--- src/rtl/gpio_port_pkg.sv ---
package gpio_port_pkg;

    typedef enum logic [1:0] {
        TRIG_LOW  = 2'b00,
        TRIG_HIGH = 2'b01,
        TRIG_RISE = 2'b10,
        TRIG_FALL = 2'b11
    } trig_e;

    typedef enum logic [2:0] {
        REG_DATA = 3'd0,
        REG_DIR  = 3'd1,
        REG_PAD  = 3'd2,
        REG_CFGL = 3'd3,
        REG_CFGH = 3'd4,
        REG_MASK = 3'd5,
        REG_STAT = 3'd6,
        REG_BOTH = 3'd7
    } reg_sel_e;

    typedef struct packed {
        logic     hit;
        reg_sel_e sel;
    } addr_dec_t;

endpackage

--- src/rtl/gpio_pad_sync.sv ---
module gpio_pad_sync #(
    parameter int PINS = 32
) (
    input  logic            clk_i,
    input  logic            rst_ni,
    input  logic [PINS-1:0] pad_i,
    output logic [PINS-1:0] cur_o,
    output logic [PINS-1:0] prev_o
);
    logic [PINS-1:0] stage1_q, stage2_q, prev_q;

    always_ff @(posedge clk_i or negedge rst_ni) begin
        if (!rst_ni) begin
            stage1_q <= '0;
            stage2_q <= '0;
            prev_q   <= '0;
        end else begin
            stage1_q <= pad_i;
            stage2_q <= stage1_q;
            prev_q   <= stage2_q;
        end
    end

    assign cur_o  = stage2_q;
    assign prev_o = prev_q;
endmodule

--- src/rtl/gpio_trig_detect.sv ---
module gpio_trig_detect
    import gpio_port_pkg::*;
#(
    parameter int PINS = 32
) (
    input  logic [PINS-1:0] cur_i,
    input  logic [PINS-1:0] prev_i,
    input  logic [PINS-1:0] cfg_lo_i,
    input  logic [PINS-1:0] cfg_hi_i,
    input  logic [PINS-1:0] both_i,
    output logic [PINS-1:0] hit_o
);
    localparam int HALF = PINS / 2;

    for (genvar p = 0; p < PINS; p++) begin : g_pin
        trig_e mode;
        logic  rise, fall, pin_hit;

        if (p < HALF) begin : g_lo
            assign mode = trig_e'(cfg_lo_i[2*p +: 2]);
        end else begin : g_hi
            assign mode = trig_e'(cfg_hi_i[2*(p-HALF) +: 2]);
        end

        assign rise = cur_i[p] & ~prev_i[p];
        assign fall = ~cur_i[p] & prev_i[p];

        always_comb begin
            if (both_i[p]) begin
                pin_hit = rise | fall;
            end else begin
                unique case (mode)
                    TRIG_LOW:  pin_hit = ~cur_i[p];
                    TRIG_HIGH: pin_hit = cur_i[p];
                    TRIG_RISE: pin_hit = rise;
                    TRIG_FALL: pin_hit = fall;
                    default:   pin_hit = 1'b0;
                endcase
            end
        end

        assign hit_o[p] = pin_hit;
    end
endmodule

--- src/rtl/gpio_irq_status.sv ---
module gpio_irq_status #(
    parameter int PINS = 32
) (
    input  logic            clk_i,
    input  logic            rst_ni,
    input  logic [PINS-1:0] hit_i,
    input  logic            clr_we_i,
    input  logic [PINS-1:0] clr_data_i,
    input  logic [PINS-1:0] mask_i,
    output logic [PINS-1:0] status_o,
    output logic            irq_lo_o,
    output logic            irq_hi_o
);
    localparam int HALF = PINS / 2;

    logic [PINS-1:0] status_q, clr_eff, pending;

    assign clr_eff = clr_we_i ? clr_data_i : '0;

    always_ff @(posedge clk_i or negedge rst_ni) begin
        if (!rst_ni) status_q <= '0;
        else         status_q <= (status_q & ~clr_eff) | hit_i;
    end

    assign pending  = status_q & mask_i;
    assign irq_lo_o = |pending[HALF-1:0];
    assign irq_hi_o = |pending[PINS-1:HALF];
    assign status_o = status_q;

    // a trigger event latches regardless of mask
    p_event_latches_r10: assert property (@(posedge clk_i) disable iff (!rst_ni)
        $past(rst_ni) |-> (($past(hit_i) & ~status_q) == '0));

    // a written 1 clears the bit unless an event coincides
    p_w1c_clears_r8: assert property (@(posedge clk_i) disable iff (!rst_ni)
        ($past(rst_ni) && $past(clr_we_i)) |->
            ((status_q & $past(clr_data_i) & ~$past(hit_i)) == '0));

    // nothing but a written 1 drops a status bit
    p_sticky_r8: assert property (@(posedge clk_i) disable iff (!rst_ni)
        $past(rst_ni) |-> (($past(status_q) & ~status_q & ~$past(clr_eff)) == '0));
endmodule

--- src/rtl/gpio_irq_port.sv ---
module gpio_irq_port
    import gpio_port_pkg::*;
#(
    parameter int PINS = 32,
    parameter int AW   = 8
) (
    input  logic            clk_i,
    input  logic            rst_ni,
    input  logic [AW-1:0]   addr_i,
    input  logic            wr_en_i,
    input  logic [PINS-1:0] wr_data_i,
    input  logic            rd_en_i,
    output logic [PINS-1:0] rd_data_o,
    input  logic [PINS-1:0] pad_in_i,
    output logic [PINS-1:0] pad_out_o,
    output logic [PINS-1:0] pad_oe_o,
    output logic            irq_lo_o,
    output logic            irq_hi_o
);
    localparam int HALF    = PINS / 2;
    localparam int SEL_LSB = 2;
    localparam int WIN_LSB = SEL_LSB + 3;

    function automatic addr_dec_t decode_addr(input logic [AW-1:0] a);
        addr_dec_t d;
        d.hit = (a[SEL_LSB-1:0] == '0) && ((a >> WIN_LSB) == '0);
        d.sel = reg_sel_e'(a[WIN_LSB-1:SEL_LSB]);
        return d;
    endfunction

    addr_dec_t       dec;
    logic            wr_hit, clr_we;
    logic [PINS-1:0] data_q, dir_q, cfg_lo_q, cfg_hi_q, mask_q, both_q;
    logic [PINS-1:0] pad_cur, pad_prev, hit, status;
    logic [PINS-1:0] rd_next, rd_q;

    assign dec    = decode_addr(addr_i);
    assign wr_hit = wr_en_i && dec.hit;
    assign clr_we = wr_hit && (dec.sel == REG_STAT);

    always_ff @(posedge clk_i or negedge rst_ni) begin
        if (!rst_ni) begin
            data_q   <= '0;
            dir_q    <= '0;
            cfg_lo_q <= '0;
            cfg_hi_q <= '0;
            mask_q   <= '0;
            both_q   <= '0;
        end else if (wr_hit) begin
            unique case (dec.sel)
                REG_DATA: data_q   <= wr_data_i;
                REG_DIR:  dir_q    <= wr_data_i;
                REG_CFGL: cfg_lo_q <= wr_data_i;
                REG_CFGH: cfg_hi_q <= wr_data_i;
                REG_MASK: mask_q   <= wr_data_i;
                REG_BOTH: both_q   <= wr_data_i;
                REG_PAD, REG_STAT: ;
                default: ;
            endcase
        end
    end

    always_comb begin
        rd_next = '0;
        if (dec.hit) begin
            unique case (dec.sel)
                REG_DATA: rd_next = data_q;
                REG_DIR:  rd_next = dir_q;
                REG_PAD:  rd_next = pad_cur;
                REG_CFGL: rd_next = cfg_lo_q;
                REG_CFGH: rd_next = cfg_hi_q;
                REG_MASK: rd_next = mask_q;
                REG_STAT: rd_next = status;
                REG_BOTH: rd_next = both_q;
                default:  rd_next = '0;
            endcase
        end
    end

    always_ff @(posedge clk_i or negedge rst_ni) begin
        if (!rst_ni)      rd_q <= '0;
        else if (rd_en_i) rd_q <= rd_next;
    end

    gpio_pad_sync #(.PINS(PINS)) u_sync (
        .clk_i (clk_i),
        .rst_ni(rst_ni),
        .pad_i (pad_in_i),
        .cur_o (pad_cur),
        .prev_o(pad_prev)
    );

    gpio_trig_detect #(.PINS(PINS)) u_trig (
        .cur_i   (pad_cur),
        .prev_i  (pad_prev),
        .cfg_lo_i(cfg_lo_q),
        .cfg_hi_i(cfg_hi_q),
        .both_i  (both_q),
        .hit_o   (hit)
    );

    gpio_irq_status #(.PINS(PINS)) u_stat (
        .clk_i     (clk_i),
        .rst_ni    (rst_ni),
        .hit_i     (hit),
        .clr_we_i  (clr_we),
        .clr_data_i(wr_data_i),
        .mask_i    (mask_q),
        .status_o  (status),
        .irq_lo_o  (irq_lo_o),
        .irq_hi_o  (irq_hi_o)
    );

    assign rd_data_o = rd_q;
    assign pad_out_o = data_q;
    assign pad_oe_o  = dir_q;

    // unmapped reads return zero
    p_unmapped_zero_r1: assert property (@(posedge clk_i) disable iff (!rst_ni)
        (rd_en_i && !dec.hit) |=> (rd_data_o == '0));

    // read data holds without a read strobe
    p_rd_hold_r12: assert property (@(posedge clk_i) disable iff (!rst_ni)
        ($past(rst_ni) && !$past(rd_en_i)) |-> $stable(rd_data_o));

    // with the lower half fully masked, the lower line stays low
    p_lo_gated_r11: assert property (@(posedge clk_i) disable iff (!rst_ni)
        (mask_q[HALF-1:0] == '0) |-> !irq_lo_o);

    // upper line likewise
    p_hi_gated_r11: assert property (@(posedge clk_i) disable iff (!rst_ni)
        (mask_q[PINS-1:HALF] == '0) |-> !irq_hi_o);
endmodule

--- config.mk ---
export PLATFORM = sky130hd
export DESIGN_NAME = gpio_irq_port
export DESIGN_NICKNAME = d
export VERILOG_FILES = /design/src/rtl/gpio_port_pkg.sv /design/src/rtl/gpio_pad_sync.sv /design/src/rtl/gpio_trig_detect.sv /design/src/rtl/gpio_irq_status.sv /design/src/rtl/gpio_irq_port.sv
export SDC_FILE = /design/constraint.sdc
export NUM_CORES = 1
export LEC_CHECK = 0
export ABC_AREA = 1
export CAP_MARGIN = 20
export CORE_MARGIN = 2
export CORE_UTILIZATION = 50
export DETAILED_ROUTE_END_ITERATION = 8
export PLACE_DENSITY = 0.72
export SLEW_MARGIN = 20
export SYNTH_ARGS = -nofsm -noshare
export SYNTH_HDL_FRONTEND = slang
export SYNTH_SLANG_ARGS = --single-unit
--- constraint.sdc ---
create_clock -name clk_i -period 1.3 [get_ports clk_i]
set_input_delay 0.39 -clock clk_i [delete_from_list [all_inputs] [get_ports clk_i]]
set_output_delay 0.39 -clock clk_i [all_outputs]
set_load 0.03 [all_outputs]
==> Word-level counts from Yosys, hierarchy flattened <==
Cells that the tools add are included.
{ "op_classes": {"n_eq_ne": 103, "mux": 67, "bitwise": 164, "reduce_logical": 46} }
{ "op_table": {"columns": ["operator", "n"], "rows": [
  ["$pmux W32 S8", 1],
  ["$eq A2 B2 Y1 const B", 64],
  ["$pmux W1 S4", 32],
  ["$logic_not A2 Y1", 33],
  ["$and A1 B1 Y1", 64],
  ["$and A32 B32 Y32", 2],
  ["$eq A2 B1 Y1 const B", 32],
  ["$mux W32", 2],
  ["$not A1 Y1", 64],
  ["$mux W1", 32],
  ["$not A32 Y32", 1],
  ["$or A1 B1 Y1", 32],
  ["$or A32 B32 Y32", 1],
  ["$reduce_or A16 Y1", 2],
  ["$eq A3 B3 Y1 const B", 4],
  ["$reduce_and A2 Y1", 6],
  ["$logic_not A8 Y1", 1],
  ["$eq A3 B2 Y1 const B", 2],
  ["$eq A3 B1 Y1 const B", 1],
  ["$logic_and A1 B1 Y1", 3],
  ["$logic_not A3 Y1", 1]
]} }
{ "totals": {"regBits": 352, "output_inout_bits": 98} }

==> Logic depth before layout (Yosys ltp) <==
Gate-level depths: netlist (run 1).
{ "depth": {"word_depth": 8, "depth_mapped": 10} }

==> Cells and area by module <==
Synthesis (run 1) repeated with hierarchy kept, for this count alone.
{ "unflattened": {"hier_cells": 2294, "hier_area_um2": 17873.4} }
{ "modules_own_cells": {"columns": ["mod", "n_inst", "cells_per_inst", "area_each_um2", "seq_area_each_um2"], "rows": [
  ["gpio_irq_port", 1, 1385, 10737.8, 5605.4],
  ["gpio_trig_detect", 1, 644, 3270.6, 0.0],
  ["gpio_pad_sync", 1, 96, 2402.3, 2402.3],
  ["gpio_irq_status", 1, 169, 1462.7, 800.8]
]} }

==> Worst setup path after synthesis (run 1) <==
OpenSTA, ideal clock, no wires.
{ "synth_timing": {"path_kind": "input to register", "start": "input port addr_i[4]", "end": "register data_q[10], in the netlist pad_out_o[10]", "setup_ns": 0.130, "arrival_ns": 1.381, "t_required_ns": 1.170, "setup_slack_ns": -0.211, "cell_stages": 7, "n_path_buf": 3, "cell_sequence": "buf_2 inv_1 buf_2 nand4_2 clkbuf_1 nand2_1 o21ai_0"} }
{ "synth_between": {"elab_chain_cells": 2} }
{ "synth_lines": {"columns": ["item", "line", "source"], "rows": [
  ["start, declared", "gpio_irq_port.sv:9", "input logic [AW-1:0] addr_i,"],
  ["$logic_not A3 Y1", "gpio_irq_port.sv:50", "unique case (dec.sel)"],
  ["$reduce_and A2 Y1 (no source line)", null, null],
  ["end signal, assigned", "gpio_irq_port.sv:51", "REG_DATA: data_q <= wr_data_i;"],
  ["end, declared", "gpio_irq_port.sv:33", "logic [PINS-1:0] data_q, dir_q, cfg_lo_q, cfg_hi_q, mask_q, both_q;"]
]} }
No other way between the ends.
A chain may end at the register's enable or synchronous reset.

==> Final worst setup path (run 1) <==
{ "layout_timing": {"start": "register mask_q[26]", "end": "output port irq_hi_o"} }
{ "layout_between": {"elab_chain_cells": 2} }
{ "layout_lines": {"columns": ["item", "line", "source"], "rows": [
  ["start, declared", "gpio_irq_port.sv:33", null],
  ["start signal, assigned", "gpio_irq_port.sv:55", "REG_MASK: mask_q <= wr_data_i;"],
  ["$and A32 B32 Y32", "gpio_irq_status.sv:25", "assign pending = status_q & mask_i;"],
  ["$reduce_or A16 Y1", "gpio_irq_status.sv:27", "assign irq_hi_o = |pending[PINS-1:HALF];"],
  ["end, declared", "gpio_irq_port.sv:18", "output logic irq_hi_o"]
]} }
No other way between the ends.

==> results of run 1 <==
[cells in the mapped netlist]
library cell	instances
a21oi_1	32
a221oi_1	1
a22o_1	1
buf_1	17
buf_2	20
clkbuf_1	78
dfrtp_1	352
ha_1	64
inv_1	187
nand2_1	561
nand2_2	4
nand3_1	94
nand3b_1	9
nand4_1	184
nand4_2	2
nor2_1	230
nor2_2	1
nor3_1	3
nor3_4	1
o21ai_0	251
o21ai_1	1
[cells in the final DEF, fill, tap and decap left out, drive strengths merged]
master,count
dlygate4sd3,1
a221oi,1
clkbuf,67
inv,188
nor2,231
buf,424
clkdlybuf4s50,65
dfrtp,352
a22o,1
nor3,4
nand3b,9
clkinv,11
nand4,186
diode,2
clkdlybuf4s15,1
nand3,94
bufinv,5
a21oi,32
clkinvlp,1
nand2,568
o21ai,252
ha,64
[power by group through the flow]
stage | Clock, mW | Sequential, mW | Combinational, mW
after floorplan | 0 | 12.1 | 1.34
after detailed placement | 0 | 12.1 | 3.37
after CTS | 11.7 | 11.8 | 3.66
after global routing | 12.2 | 11.9 | 4.21
after global placement | 0 | 12.0 | 3.29
final | 11.7 | 11.9 | 3.94
[state kept, by name (all words and copies together), names as in the netlist]
signal	flops
both_q	32
cfg_hi_q	32
cfg_lo_q	32
mask_q	32
pad_oe_o	32
pad_out_o	32
rd_data_o	32
u_stat.status_o	32
u_sync.cur_o	32
u_sync.prev_o	32
u_sync.stage1_q	32
[cells by family after synthesis]
kind of cell | after synthesis
buffers and inverters | 302
AOI/OAI and AO/OA | 286
adders and majority gates | 64
and+or+nand+nor | 1089
DFF | 352
[worst min path at each step]
stage / to / slack, ns / cells past startpoint
2_1_floorplan: both_q[0]$_DFFE_PN0P_ / 0.09 / 0
3_3_place_gp: pad_out_o[9]$_DFFE_PN0P_ / 0.24 / 1
3_5_place_dp: pad_out_o[9]$_DFFE_PN0P_ / 0.24 / 1
4_1_cts: u_sync.stage1_q[19]$_DFF_PN0_ / 0.28 / 1
5_1_grt: u_sync.stage1_q[29]$_DFF_PN0_ / 0.29 / 1
6_report: u_sync.stage1_q[19]$_DFF_PN0_ / 0.28 / 1
[what timing repair did]
item | in CTS | in global routing
cloned | 7 | 21
pin swaps | 17 | 68
setup endpoints to repair | 354 | 327
hold buffers | 1 | 0
gates resized for setup | 97 | 171
setup buffers | 77 | 36
hold endpoints to repair | 154 | 0
[area by class of cell]
cell class	count	area, µm²	area share (%)
multi-input cells	1442	7440	29.83
clock inverters	18	229.0	0.9180
repair buffers	508	6027	24.16
flip-flops and latches	352	8861	35.53
clock buffers	50	1117	4.480
diodes	2	5.005	0.02007
well taps	448	560.5	2.247
inverters	187	701.9	2.814
[routing by layer]
layer	routed length (µm)	track usage, %	up-vias
met1	23930	44.15	8591
met2	29320	53.32	1260
met4	3505	15.02	4
li1	-	-	7762
met3	7231	6.083	301
met5	62	0	-
[through the flow]
step	utilization, %	total power [mW]	hold slack, ns	area (µm²)
2_1_floorplan	-	13.43	0.09441	17180
3_3_place_gp	64.39	15.34	0.2426	21540
3_5_place_dp	64.39	15.44	0.2403	21540
4_1_cts	71.49	27.23	0.2807	23910
5_1_grt	74.55	28.34	0.2917	24940
6_report	74.57	27.56	0.2838	24940
==> metrics.txt, run 1 <==
status=finished with violations; failing checks=setup timing; main combinational cell family by area after synthesis=simple AND/OR/NAND/NOR gates; Max-cap violations=0; layout cells sized above 1=between 20% and 30%; post-synth cell types=21; HPWL after detailed placement=~38,000 µm; largest net degree at the start of global routing=between 70 and 80; Comb power frac=14.3%; CP required=about 0.9 ns; clock slew at reported path FFs=0.06 ns; Worst R2R Start=u_sync.cur_o[16]$_DFF_PN0_; Filler cells=~2,200; Worst Setup SP=mask_q[26]$_DFFE_PN0P_; CP Max Fanout=2; synthesized cell area=roughly 0.017 mm²; Worst path most repeated cell=nand2_1; First-pass DRT Iterations=6; HP Class=in2reg; # IOs=174; post-placement worst setup slack=-0.6947 ns; drt drc=0; setup TNS=-19.72 ns; crit share post-route=164.5%; GPL Wtd Cong=0.8846; R2R cell count=6; post-synthesis sequential area ratio=51.96%; Area Overhead vs Synth=47.13%; CTS tree=built; final std cells w/o fill=approximately 3,000; multiplexer area fraction after synthesis=0%; Synth warnings=0; Sink Count=approximately 350; Max IR drop VDD=~0.9 mV; Die ar.=0.03539 mm²; Core Area=between 0.03 and 0.04 mm²; CP Data Arrival Time=approximately 1.8 ns; first-pass GRT wire length=a little over 90,000 µm; Hold Path Origin=pad_in_i[19]; Wirelength per Cell=~21 µm; final hold viol count=0; flop2flop setup slack=-0.09 ns; Longest Clk Path Bufs=3; CP Class=reg2out; CP Launch Type=register; # rows=67; pwr dens=between 1000 and 1500 mW/mm²; Yosys top cell area share=~52%; mean area per synthesized cell=just over 8 µm²; f_max=467.7 MHz; final setup vio count=about 110; clk_skew=roughly 0.027 ns; Worst Setup Slack, final=-0.8381 ns; Mapped Cells=2,093; Buf+Inv Stages, Crit Path=1; switching share of total power=between 20% and 30%; reg-to-reg endpoint=u_stat.status_o[16]$_DFF_PN0_; Crit. End Element=output pin; final WL=~64,000 µm; worst path cell trace=nand2_1 > nand2_1 > a221oi_1 > nand3_4 > buf_6; clk_lat worst skew=roughly 0.55 ns; Net Sw Power=approximately 7.4 mW; Synth Area in Compound Gates=between 8 and 9%; pins over their slew limit=0; vias in the first global route=roughly 17,000; Initial Utilization=about half; DRT iter0 DRCs=roughly 2,200; XOR/XNOR Fraction of Synth Area=0%; CP top delay family=flip-flops; RSZ-0062 raised after global routing=yes; Nets=approximately 2,700; critical path depth in cells=5; clock root cell=clkbuf_16; min cycle time layout=2.138 ns; Post-Synth Adder-Cell Area=under 10%; gr usage total=between 30% and 40%; Port Buffer Count=173; Critical Path Max Stage Delay=between 0.3 and 0.4 ns; Die X=188.1 µm; clock group share of total power=a little over two fifths; CTS H-tree depth=2; worst-margin pin slew=approximately 0.44 ns; Area contributors post-synth=dfrtp_1, nand2_1, o21ai_0; Routed Antenna Nets=0; initial antenna violation count=1; max_slew headroom=slightly above 70%; TritonCTS Buffers=38; Critical-path top delay cell=dfrtp_1; DP Cell Count=2,798; Simple-Gate Fraction of Synth Area=about 28%; post-synth top area cell=dfrtp_1; Vias=17,920; Reg power frac=around 43%; static leakage=12.36 nW; post-DR vias/cell=5.959; Mapped Nets=around 2,200; total gr overflow=0; Synth Register Bits=roughly 350; Internal=20.19 mW; worst setup path endpoint=irq_hi_o; Die Span Y=~190 µm
Power figures use the tool's default switching activity.
==> run 2: changes to the inputs <==
Settings changed: ABC_CLOCK_PERIOD_IN_PS set to 1300.
==> results of run 2 <==
No change in the layout: final DEF, timing and power equal those of run 1.
